$ cat config.mk
export PLATFORM = sky130hd
export DESIGN_NAME = dtr_store_unit
export DESIGN_NICKNAME = d
export VERILOG_FILES = /design/src/rtl/dtr_store_pkg.sv /design/src/rtl/dtr_fault_eval.sv /design/src/rtl/dtr_image_build.sv /design/src/rtl/dtr_store_unit.sv
export SDC_FILE = /design/constraint.sdc
export NUM_CORES = 1
export LEC_CHECK = 0
export BUFFER_PORTS_ARGS = -buffer_cell sky130_fd_sc_hd__buf_4
export CELL_PAD_IN_SITES_DETAIL_PLACEMENT = 1
export CELL_PAD_IN_SITES_GLOBAL_PLACEMENT = 2
export CORE_ASPECT_RATIO = 1.5
export CORE_MARGIN = 8
export CORE_UTILIZATION = 33
export DETAILED_ROUTE_END_ITERATION = 8
export PLACE_DENSITY_LB_ADDON = 0.25
export SYNTH_ARGS = -nofsm -noshare
export SYNTH_HDL_FRONTEND = slang
export SYNTH_SLANG_ARGS = --single-unit
$ cat constraint.sdc
create_clock -name clk -period 4.44 [get_ports clk]
set_input_delay 0.888 -clock clk [delete_from_list [all_inputs] [get_ports clk]]
set_output_delay 0.888 -clock clk [all_outputs]
set_load 0.02 [all_outputs]
$ cat src/rtl/dtr_store_pkg.sv
package dtr_store_pkg;

  typedef enum logic [2:0] {
    MD_REAL   = 3'd0,
    MD_V86    = 3'd1,
    MD_PROT   = 3'd2,
    MD_COMPAT = 3'd3,
    MD_LONG   = 3'd4
  } mode_e;

  typedef enum logic [2:0] {
    FC_NONE = 3'd0,
    FC_UD   = 3'd1,
    FC_GP   = 3'd2,
    FC_SS   = 3'd3,
    FC_AC   = 3'd4
  } fcode_e;

  typedef enum logic [1:0] {
    ST_IDLE  = 2'd0,
    ST_SEND  = 2'd1,
    ST_DONE  = 2'd2,
    ST_FAULT = 2'd3
  } state_e;

endpackage

$ cat src/rtl/dtr_fault_eval.sv
module dtr_fault_eval
  import dtr_store_pkg::*;
#(
  parameter int ADDR_W     = 64,
  parameter int CANON_BIT  = 47,
  parameter int ALIGN_LOG2 = 2
) (
  input  mode_e                      mode,
  input  logic                       lock_prefix,
  input  logic                       dest_is_reg,
  input  logic [ADDR_W-1:CANON_BIT]  addr_hi,
  input  logic [ALIGN_LOG2-1:0]      addr_lo,
  input  logic                       seg_is_ss,
  input  logic                       seg_limit_viol,
  input  logic                       seg_writable,
  input  logic                       seg_null_sel,
  input  logic [1:0]                 cpl,
  input  logic                       ac_enable,
  output fcode_e                     code
);

  logic   prot_like;
  logic   ud_hit;
  logic   canon_ok;
  logic   ac_hit;
  fcode_e seg_code;
  fcode_e lim_code;

  assign prot_like = (mode == MD_PROT) || (mode == MD_COMPAT);
  assign ud_hit    = lock_prefix || (dest_is_reg && (prot_like || mode == MD_LONG));
  assign canon_ok  = (&addr_hi) || ~(|addr_hi);
  assign lim_code  = seg_is_ss ? FC_SS : FC_GP;

  always_comb begin
    seg_code = FC_NONE;
    case (mode)
      MD_LONG: begin
        if (!canon_ok) seg_code = lim_code;
      end
      MD_PROT, MD_COMPAT: begin
        if (!seg_writable || (seg_null_sel && !seg_is_ss)) seg_code = FC_GP;
        else if (seg_limit_viol)                            seg_code = lim_code;
      end
      MD_REAL, MD_V86: begin
        if (seg_limit_viol) seg_code = lim_code;
      end
      default: seg_code = FC_NONE;
    endcase
  end

  assign ac_hit = ac_enable && (|addr_lo) &&
                  ((mode == MD_V86) ||
                   ((prot_like || mode == MD_LONG) && cpl == 2'd3));

  always_comb begin
    if (ud_hit)                   code = FC_UD;
    else if (seg_code != FC_NONE) code = seg_code;
    else if (ac_hit)              code = FC_AC;
    else                          code = FC_NONE;
  end

endmodule

$ cat src/rtl/dtr_image_build.sv
module dtr_image_build
  import dtr_store_pkg::*;
#(
  parameter int LIMIT_W = 16,
  parameter int BASE_W  = 64,
  parameter int IDX_W   = 4
) (
  input  mode_e                        mode,
  input  logic                         op32,
  input  logic [LIMIT_W-1:0]           limit,
  input  logic [BASE_W-1:0]            base,
  output logic [LIMIT_W+BASE_W-1:0]    image,
  output logic [IDX_W-1:0]             nbytes
);

  localparam int WIDE_BYTES  = (LIMIT_W + BASE_W) / 8;
  localparam int MID_BASE_W  = 32;
  localparam int NARROW_W    = 24;
  localparam int SHORT_BYTES = (LIMIT_W + MID_BASE_W) / 8;

  always_comb begin
    image                = '0;
    image[LIMIT_W-1:0]   = limit;
    if (mode == MD_LONG) begin
      image[LIMIT_W +: BASE_W] = base;
      nbytes = IDX_W'(WIDE_BYTES);
    end else if (op32) begin
      image[LIMIT_W +: MID_BASE_W] = base[MID_BASE_W-1:0];
      nbytes = IDX_W'(SHORT_BYTES);
    end else begin
      image[LIMIT_W +: NARROW_W] = base[NARROW_W-1:0];
      nbytes = IDX_W'(SHORT_BYTES);
    end
  end

endmodule

$ cat src/rtl/dtr_store_unit.sv
module dtr_store_unit
  import dtr_store_pkg::*;
#(
  parameter int ADDR_W     = 64,
  parameter int LIMIT_W    = 16,
  parameter int BASE_W     = 64,
  parameter int CANON_BIT  = 47,
  parameter int ALIGN_LOG2 = 2
) (
  input  logic                clk,
  input  logic                rst_n,
  input  logic                start,
  input  logic [2:0]          mode,
  input  logic                op32,
  input  logic [ADDR_W-1:0]   eaddr,
  input  logic                seg_is_ss,
  input  logic                seg_limit_viol,
  input  logic                seg_writable,
  input  logic                seg_null_sel,
  input  logic [1:0]          cpl,
  input  logic                ac_enable,
  input  logic                lock_prefix,
  input  logic                dest_is_reg,
  input  logic [LIMIT_W-1:0]  idt_limit,
  input  logic [BASE_W-1:0]   idt_base,
  output logic                wr_valid,
  output logic [ADDR_W-1:0]   wr_addr,
  output logic [7:0]          wr_data,
  input  logic                wr_ready,
  output logic                done,
  output logic                fault,
  output logic [2:0]          fault_code
);

  localparam int IMG_W     = LIMIT_W + BASE_W;
  localparam int IMG_BYTES = IMG_W / 8;
  localparam int IDX_W     = $clog2(IMG_BYTES);

  state_e             state_q, state_d;
  logic [IMG_W-1:0]   img_q, img_c;
  logic [IDX_W-1:0]   cnt_q, cnt_c;
  logic [IDX_W-1:0]   idx_q, idx_d;
  logic [ADDR_W-1:0]  addr_q;
  fcode_e             code_q, code_c;
  logic               load_en;
  logic               code_en;
  logic               idx_en;
  logic               busy;
  logic [7:0]         img_bytes [IMG_BYTES];

  dtr_fault_eval #(
    .ADDR_W(ADDR_W), .CANON_BIT(CANON_BIT), .ALIGN_LOG2(ALIGN_LOG2)
  ) u_fault (
    .mode           (mode_e'(mode)),
    .lock_prefix    (lock_prefix),
    .dest_is_reg    (dest_is_reg),
    .addr_hi        (eaddr[ADDR_W-1:CANON_BIT]),
    .addr_lo        (eaddr[ALIGN_LOG2-1:0]),
    .seg_is_ss      (seg_is_ss),
    .seg_limit_viol (seg_limit_viol),
    .seg_writable   (seg_writable),
    .seg_null_sel   (seg_null_sel),
    .cpl            (cpl),
    .ac_enable      (ac_enable),
    .code           (code_c)
  );

  dtr_image_build #(
    .LIMIT_W(LIMIT_W), .BASE_W(BASE_W), .IDX_W(IDX_W)
  ) u_image (
    .mode   (mode_e'(mode)),
    .op32   (op32),
    .limit  (idt_limit),
    .base   (idt_base),
    .image  (img_c),
    .nbytes (cnt_c)
  );

  assign busy = (state_q != ST_IDLE);

  // next-state and enables
  always_comb begin
    state_d = state_q;
    idx_d   = idx_q;
    load_en = 1'b0;
    code_en = 1'b0;
    idx_en  = 1'b0;
    case (state_q)
      ST_IDLE: begin
        if (start) begin
          if (code_c != FC_NONE) begin
            state_d = ST_FAULT;
            code_en = 1'b1;
          end else begin
            state_d = ST_SEND;
            load_en = 1'b1;
            idx_en  = 1'b1;
            idx_d   = '0;
          end
        end
      end
      ST_SEND: begin
        if (wr_ready) begin
          if (idx_q == cnt_q - 1'b1) begin
            state_d = ST_DONE;
          end else begin
            idx_en = 1'b1;
            idx_d  = idx_q + 1'b1;
          end
        end
      end
      ST_DONE:  state_d = ST_IDLE;
      ST_FAULT: state_d = ST_IDLE;
      default:  state_d = ST_IDLE;
    endcase
  end

  always_ff @(posedge clk or negedge rst_n) begin
    if (!rst_n) begin
      state_q <= ST_IDLE;
      img_q   <= '0;
      cnt_q   <= '0;
      idx_q   <= '0;
      addr_q  <= '0;
      code_q  <= FC_NONE;
    end else begin
      state_q <= state_d;
      if (load_en) begin
        img_q  <= img_c;
        cnt_q  <= cnt_c;
        addr_q <= eaddr;
      end
      if (idx_en)  idx_q  <= idx_d;
      if (code_en) code_q <= code_c;
    end
  end

  for (genvar g = 0; g < IMG_BYTES; g++) begin : g_unpack
    assign img_bytes[g] = img_q[g*8 +: 8];
  end

  assign wr_valid   = (state_q == ST_SEND);
  assign wr_addr    = addr_q + {{(ADDR_W-IDX_W){1'b0}}, idx_q};
  assign wr_data    = img_bytes[idx_q];
  assign done       = (state_q == ST_DONE);
  assign fault      = (state_q == ST_FAULT);
  assign fault_code = fault ? code_q : FC_NONE;

endmodule

# After elaboration in Yosys (flattened, before gate mapping)
# Cells that the tools add are included.
[word_totals] ff_bits=157 input_bits=161 out_inout_bits=78 wordCells=87
[op_classes] add_sub_neg=3 n_lt_le_gt_ge=1 eq_ne=14 n_mux=35 bitwise_logic=2 n_reduce_logical=26
[ops] cell="$add 64x4->64" n=1
[ops] cell="$mux 32" n=2
[ops] cell="$bmux 8 s4" n=1
[ops] cell="$mux 8" n=3
[ops] cell="$mux 3" n=7
[ops] cell="$mux 4" n=5
[ops] cell="$reduce_and 17->1" n=1
[ops] cell="$reduce_or 17->1" n=1
[ops] cell="$mux 1" n=9
[ops] cell="$pmux 3 s3" n=1
[ops] cell="$mux 2" n=4
[ops] cell="$pmux 4 s2" n=1
[ops] cell="$reduce_or 2->1" n=4
[ops] cell="$eq 2x2->1 const B" n=3
[ops] cell="$eq 3x2->1 const B" n=2
[ops] cell="$logic_or 1x1->1" n=6
[ops] cell="$ne 2x2->1 const B" n=3
[ops] cell="$pmux 2 s3" n=1
[ops] cell="$reduce_and 6->1" n=1
[ops] cell="$reduce_bool 3->1" n=2
[ops] cell="$ge 5x5->1 const B" n=1
[ops] cell="$logic_and 1x1->1" n=5
[ops] cell="$not 4->5" n=1
[ops] cell="$add 4x1->4 const B" n=1
[ops] cell="13 further kinds" n=15

# Logic depth before layout (Yosys ltp)
# Gate-level depths: netlist (run 1).
[depth] ltp_word=14 depth_mapped=11 ltp_nobuf=10

# Hierarchy
# Synthesis (run 1) repeated with hierarchy kept, for this count alone.
[hier_totals] cells_unflattened=748 hier_area_um2=8857.2
[by_module_without_submodules] module="dtr_store_unit" n_inst=1 cells_per_inst=625 area_each_um2=8021.4 seq_area_each_um2=3928.8
[by_module_without_submodules] module="dtr_image_build" n_inst=1 cells_per_inst=91 area_each_um2=631.9 seq_area_each_um2=0.0
[by_module_without_submodules] module="dtr_fault_eval" n_inst=1 cells_per_inst=32 area_each_um2=203.9 seq_area_each_um2=0.0

# Least setup slack after synthesis (run 1)
# OpenSTA, ideal clock, no wires.
[synth_timing] kind="reg2out" startpoint="register idx_q[1]" endpoint="output port wr_addr[52]" arrival_time_ns=3.253 required_ns=3.552 setup_slack_ns=0.299 path_stages_with_launch=12 path_buffers=2 cell_sequence="dfrtp_1 -> clkbuf_1 -> clkbuf_1 -> inv_1 -> fa_1 -> nor2b_1 -> o21ai_0 -> a211oi_1 -> nand3b_1 -> nor2_1 -> nand3_1 -> xnor2_1"
[synth_via] elab_chain_len=1
[synth_rtl] item="start: declaration" line="dtr_store_unit.sv:42" text="logic [IDX_W-1:0] idx_q, idx_d;"
[synth_rtl] item="start signal: assignment" line="dtr_store_unit.sv:133" text="if (idx_en) idx_q <= idx_d;"
[synth_rtl] item="$add 64x4->64" line="dtr_store_unit.sv:143" text="assign wr_addr = addr_q + {{(ADDR_W-IDX_W){1'b0}}, idx_q};"
[synth_rtl] item="end: declaration" line="dtr_store_unit.sv:27" text="output logic [ADDR_W-1:0] wr_addr,"
# Every way passes these cells.

# Worst setup path in the final report (run 1)
[layout_timing] startpoint="register idx_q[2]" endpoint="output port wr_addr[33]"
# The elaborated chain is that of the path after synthesis.

==> summary.md, run 1 <==
| Metric | Value |
|---|---|
| R2r startpoint | `state_q[0]$_DFFE_PN0P_` |
| Min Hold Slack | `~0.47 ns` |
| Longest Clk Path Bufs | `2` |
| Worst-Margin Slew | `~0.83 ns` |
| Via Count | `~6400` |
| Max Clock Skew | `0.0102 ns` |
| Die X | `145 um` |
| FP Rows | `71` |
| Crit Path Class | `register to output pin` |
| Root buffer cell | `clkbuf_16` |
| Layout fillers | `2823` |
| Synth top area cells | `dfrtp_1 47%, mux2_2 11%, nand2_1 5.0%` |
| Slowest-stage cell, CP | `dfrtp_1` |
| RR Endpoint | `img_q[34]$_DFFE_PN0P_` |
| IO Count | `between 200 and 250` |
| Clock sink count | `156` |
| Worst-path clk slew | `approximately 0.060 ns` |
| Initial antenna violation count | `1` |
| Setup Buffers After CTS | `0` |
| Syn Std Cell Area | `8290 um^2` |
| Post-route total power | `slightly below 7 mW` |
| Hold Fails Final Rpt | `0` |
| Slew Viols, Final | `0` |
| Most frequent CP cell | `a21oi_1` |
| Share of synthesized registers carrying an async set or reset | `1.00` |
| Worst-case hold path end point | `img_q[57]$_DFFE_PN0P_` |
| Fin Setup TNS | `0 ns` |
| Iter 0 DRT Violations | `roughly 240` |
| Non-Filler Instances | `around 1300` |
| Dpl cells | `approximately 1300` |
| Global-route wire length before repair | `approximately 40000 um` |
| ANT cells | `0` |
| Worst Min Path Start | `img_q[57]$_DFFE_PN0P_` |
| Peak VDD IR | `325 uV` |
| CTS Hold Buffers Added | `0` |
| Clock latency on the worst-skew pair | `between 0.4 and 0.5 ns` |
| Initial core utilization | `0.333` |
| CTS H-tree depth | `4` |
| Crit. End Element | `output pin` |
| Reg2reg setup slack | `approximately 2.4 ns` |
| Seq/Total Area, Yosys | `0.471` |
| Synth warnings | `0` |
| Leak | `around 5.2 nW` |
| Fmax | `between 0.2 and 0.3 GHz` |
| Vias in the first global route | `7322` |
| TritonCTS clock tree | `built` |
| Final WL | `around 25000 um` |
| Die Ht | `210 um` |
| Commonest non-fill, non-tap cell in the layout | `buf_4` |
| Placement Cell Area | `10400 um^2` |
| Num CTS Buffers | `17` |
| Syn Nets | `~900` |
| Nets | `1150` |
| Cts repair resizes | `0` |
| WL/cell | `19.2 um` |
| Drt drc | `0` |
| Worst Path Max Fanout | `7` |
| Worst endpoint required time | `approximately 3.6 ns` |
| Final Cycle Share | `0.895` |
| Area leader, netlist | `dfrtp_1` |
| Core Region | `between 20000 and 25000 um^2` |
| Drt via density | `4.86` |
| Layout area overhead | `33.5%` |
| Hold Path Depth | `2` |
| Number of synthesized flops with an enable pin | `0` |
| Routability Congestion | `0.794` |
| Power Density | `about 610 nW/um^2` |
| Post-route worst setup slack | `approximately 0.47 ns` |
| Worst stage delay on the critical path | `around 0.48 ns` |
| Worst EP arrival | `about 3.1 ns` |
| CP Cell Sequence | `ha_1 > a21oi_1 > a21oi_1 > nand4_1 > or3_1 > nor3_1 > xor2_1 > buf_4` |
| Design area | `11100 um^2` |
| CP Launch Type | `register` |
| FF+latch count, synth | `156` |
| Post-layout util | `0.445` |
| Mapped Cells | `around 750` |
| Largest delay share family, worst path | `simple AND/OR/NAND/NOR gates` |
| Most frequent cells in the layout | `250 x buf_4, 155 x dfrtp_1, 111 x nand2_1` |
| HP Class | `register to register` |
| Outcome | `finished clean` |
| Share of cells above drive strength 1 | `0.417` |
| Yosys top cell area share | `0.471` |
| Primary FF master, synth | `dfrtp_1` |
| Number of port buffers | `approximately 240` |
| Post-route ant nets | `0` |
| Cell variety after synth | `48` |
| Hpwl dp | `roughly 20000 um` |
| Pre-CTS setup slack | `approximately 0.9 ns` |
| Slew headroom | `0.448` |
| Largest net degree at the start of global routing | `90` |
| Syn_area_per_cell | `between 10 and 15 um^2` |
| Gr usage total | `0.169` |
| CP Buf/Inv Count | `1` |
| Remaining Overflow, GRT | `0` |
| Reg2Reg Depth | `5` |
| Max cap viols | `0` |
| Final setup violation count | `0` |
| Drt pass-1 iters | `5` |
| Die area | `slightly above 30000 um^2` |
| RSZ-0062 raised after global routing | `no` |
| Minimum clock period | `3.97 ns` |
## routing by layer
metal | wire length (um) | up-vias | global-route usage
li1 | - | 3096 | -
met1 | 9690 | 3140 | 0.180
met2 | 14000 | 162 | 0.320
met3 | 1400 | 25 | 0.0470
met4 | 329 | 2 | 0.0447
met5 | 13 | - | 0
## flip-flops by register name, summed over array words and instances, names as in the netlist
name and cells:
img_q 80, addr_q 64, idx_q 4, cnt_q 3, code_q 3, state_q 2
## where the power goes
| group | internal [mW] | total [mW] | switching, mW |
|---|---|---|---|
| combinational | 1.43 | 2.86 | 1.43 |
| clock | 0.930 | 1.55 | 0.620 |
| sequential | 1.94 | 2.40 | 0.450 |
| total | 4.30 | 6.80 | 2.50 |
## worst max path at each step
stage,from,to,slack (ns),depth (start not counted)
final,idx_q[2]$_DFFE_PN0P_,wr_addr[33],0.47,8
after floorplan,idx_q[1]$_DFFE_PN0P_,wr_addr[52],0.30,11
after global routing,idx_q[0]$_DFFE_PN0P_,wr_addr[52],0.16,12
after detailed placement,idx_q[2]$_DFFE_PN0P_,wr_addr[33],0.90,8
after global placement,idx_q[2]$_DFFE_PN0P_,wr_addr[33],0.97,8
after CTS,idx_q[2]$_DFFE_PN0P_,wr_addr[33],0.42,8
## cell usage after synthesis (5+ instances only)
master / n
ha_1: 6
nand2_1: 111
inv_1: 20
xor2_1: 27
mux2i_1: 17
clkbuf_1: 18
mux2_2: 81
buf_2: 10
nor3_1: 11
xnor2_1: 38
mux4_2: 16
o22ai_1: 9
a21oi_1: 7
dfrtp_1: 156
nor2b_1: 6
nor2_1: 27
nand4_1: 20
mux2_4: 24
buf_6: 5
o21ai_0: 46
nand3_1: 34
and3_1: 10
and4_1: 6
## final cells by class
class | count | area (um^2) | share of cell area
multi-input cells | 534 | 4130 | 0.373
flip-flops and latches | 156 | 3910 | 0.353
repair buffers | 252 | 1910 | 0.172
clock buffers | 19 | 453 | 0.0409
well taps | 328 | 410 | 0.0371
clock inverters | 13 | 178 | 0.0161
inverters | 21 | 78.8 | 0.00712
## logic make-up after synthesis
family / after synthesis / share of synthesized area
AOI/OAI and AO/OA: 76 / 0.0543
xor gates and xnor gates: 65 / 0.0687
adders and majority gates: 7 / 0.0115
buffers and inverters: 57 / 0.0321
DFF: 156 / 0.471
muxes: 138 / 0.217
and+or+nand+nor: 248 / 0.145
## worst register-to-register path, cell delays in order, from the launching register on
cell	delay, ns
dfrtp_1	0.49
nor2_1	0.10
and2_1	0.22
nand3_4	0.27
buf_4	0.47
mux2_2	0.41
Note: power is estimated with default switching activity, not from simulation.
==> run 2, diff against run 1 <==
==> constraint.sdc (replaced) <==
create_clock -name clk -period 4.44 [get_ports clk]
set_input_delay 0.888 -clock clk [delete_from_list [all_inputs] [get_ports clk]]
set_output_delay 0.888 -clock clk [all_outputs]
set_load 0.01 [all_outputs]
==> run 2 against run 1 <==
Compared with the run above:
- clock-buffer cell count down 1
- via count is 0.68% lower
- fmax up 0.71%
- clock skew shrank 0.0051 ns
- global-route usage rose by 0.35 points
- power shrank 4.5%
- non-clock buffer count down 3
- die area is the same
- clock power fell by 3%
- largest cell class unchanged
==> summary.md, run 2 (same netlist as run 1, synthesis figures left out) <==
| Metric | Value |
|---|---|
| Clock latency on the worst-skew pair | `~0.42 ns` |
| Gr usage total | `0.172` |
| Layout area overhead | `33.1%` |
| Power Density | `589 nW/um^2` |
| Die Ht | `approximately 210 um` |
| Initial core utilization | `0.333` |
| Clock sink count | `approximately 160` |
| CTS H-tree depth | `4` |
| Fmax | `roughly 0.25 GHz` |
| Max Clock Skew | `0.00504 ns` |
| Switching part of the total | `0.346` |
| Final WL | `26000 um` |
| Largest net degree at the start of global routing | `90` |
| Peak VDD IR | `between 200 and 300 uV` |
| Slowest-stage cell, CP | `or4b_4` |
| Largest delay share family, worst path | `simple AND/OR/NAND/NOR gates` |
| Remaining Overflow, GRT | `0` |
| Worst Path Max Fanout | `9` |
| Num CTS Buffers | `17` |
| Clock share of power | `0.231` |
| Min Hold Slack | `between 0.4 and 0.5 ns` |
| Worst-Margin Slew | `just under 0.9 ns` |
| Layout fillers | `~2800` |
| Hpwl dp | `20200 um` |
| Setup Buffers After CTS | `0` |
| Crit Path Class | `register to output pin` |
| Drt via density | `approximately 4.8` |
| TritonCTS clock tree | `built` |
| Initial antenna violation count | `1` |
| CP Cell Sequence | `nand3_1 > or4b_4 > nor4_4 > nand2_1 > nor2_1 > and3_1 > xor2_1 > buf_4` |
| HP Class | `register to register` |
| Outcome | `finished clean` |
| Cts repair resizes | `0` |
| Number of port buffers | `roughly 240` |
| Pint | `approximately 4.3 mW` |
| IO Count | `around 240` |
| Worst endpoint required time | `3.55 ns` |
| Drt drc | `0` |
| Drt pass-1 iters | `4` |
| RSZ-0062 raised after global routing | `no` |
| Most frequent cells in the layout | `245 x buf_4, 155 x dfrtp_1, 111 x nand2_1` |
| Die area | `a little over 30000 um^2` |
| Biggest register | `img_q` |
| Max cap viols | `0` |
| Dpl cells | `around 1300` |
| Slew Viols, Final | `0` |
| Post-layout util | `0.444` |
| Via Count | `6381` |
| Final setup violation count | `0` |
| Sequential share of power | `0.371` |
| Max reg flops | `80` |
| Root buffer cell | `clkbuf_16` |
| Vias in the first global route | `about 7300` |
| Fin Setup TNS | `0 ns` |
| Die X | `between 100 and 150 um` |
| Global-route wire length before repair | `about 41000 um` |
| Routability Congestion | `approximately 0.77` |
| FP Rows | `71` |
| Commonest non-fill, non-tap cell in the layout | `buf_4` |
| Core Region | `about 25000 um^2` |
| Share of cells above drive strength 1 | `0.414` |
| CP Launch Type | `register` |
| Crit. End Element | `output pin` |
| Biggest regs | `img_q: 80 flops, addr_q: 64 flops, idx_q: 4 flops` |
| Longest Clk Path Bufs | `2` |
| CP Buf/Inv Count | `1` |
| Placement Cell Area | `roughly 10000 um^2` |
| Design area | `11000 um^2` |
| Iter 0 DRT Violations | `179` |
| Switching power | `about 2.2 mW` |
| Worst EP arrival | `a little over 3 ns` |
| Non-Filler Instances | `~1300` |
| Minimum clock period | `3.95 ns` |
| Worst-path clk slew | `roughly 0.060 ns` |
| Leak | `5.17 nW` |
| Worst stage delay on the critical path | `0.59 ns` |
| Post-route ant nets | `0` |
| Slew headroom | `0.408` |
| WL/cell | `approximately 20 um` |
| CTS Hold Buffers Added | `0` |
| Final Cycle Share | `0.889` |
| Hold Fails Final Rpt | `0` |
| Logic pwr share | `0.399` |
| Nets | `roughly 1100` |
-- run 2: per-stage QoR --
step	power, mW	worst slack (ns)
3_5_place_dp	5.09	0.824
6_report	6.50	0.495
3_3_place_gp	5.02	0.877
4_1_cts	6.63	0.451
5_1_grt	6.92	0.232
2_1_floorplan	3.87	0.448
-- run 2: metal layers --
metal | global-route usage | wire [um]
met1 | 0.183 | 10000
met2 | 0.331 | 14500
met3 | 0.0433 | 1250
met4 | 0.0454 | 209
met5 | 0 | 0
-- run 2: worst reg2reg max path, stage by stage, from the launching register on --
cell and delay (ns):
dfrtp_1 0.50, nor2_1 0.10, and2_1 0.22, nand3_4 0.38, buf_12 0.44, mux2_2 0.44
-- run 2: final timing paths --
kind	from	endpoint	slack (ns)	depth (start not counted)
min in group asynchronous	rst_n	addr_q[22]$_DFFE_PN0P_	0.52	1
max	addr_q[20]$_DFFE_PN0P_	wr_addr[47]	0.49	8
max in group asynchronous	rst_n	cnt_q[2]$_DFFE_PN0P_	3.05	2
min	img_q[79]$_DFFE_PN0P_	img_q[79]$_DFFE_PN0P_	0.48	2
min reg2reg	img_q[79]$_DFFE_PN0P_	img_q[79]$_DFFE_PN0P_	0.48	2
max reg2reg	state_q[0]$_DFFE_PN0P_	addr_q[19]$_DFFE_PN0P_	2.25	5
-- run 2: area by class of cell --
| cell class | instances | area, um^2 | area share |
|---|---|---|---|
| clock buffer | 18 | 429 | 0.0389 |
| antenna | 1 | 2.50 | 0.000227 |
| sequential | 156 | 3910 | 0.354 |
| tap | 328 | 410 | 0.0372 |
| inverter | 21 | 78.8 | 0.00714 |
| multi-input combinational | 534 | 4130 | 0.374 |
| clock inverter | 13 | 168 | 0.0152 |
| timing repair buffer | 249 | 1910 | 0.173 |
-- run 2: power groups by stage --
stage | Sequential, mW | Combinational [mW] | Clock, mW
final | 2.41 | 2.59 | 1.50
after global routing | 2.49 | 2.84 | 1.59
after CTS | 2.41 | 2.67 | 1.55
after detailed placement | 2.43 | 2.66 | 0
after global placement | 2.41 | 2.62 | 0
after floorplan | 2.27 | 1.60 | 0
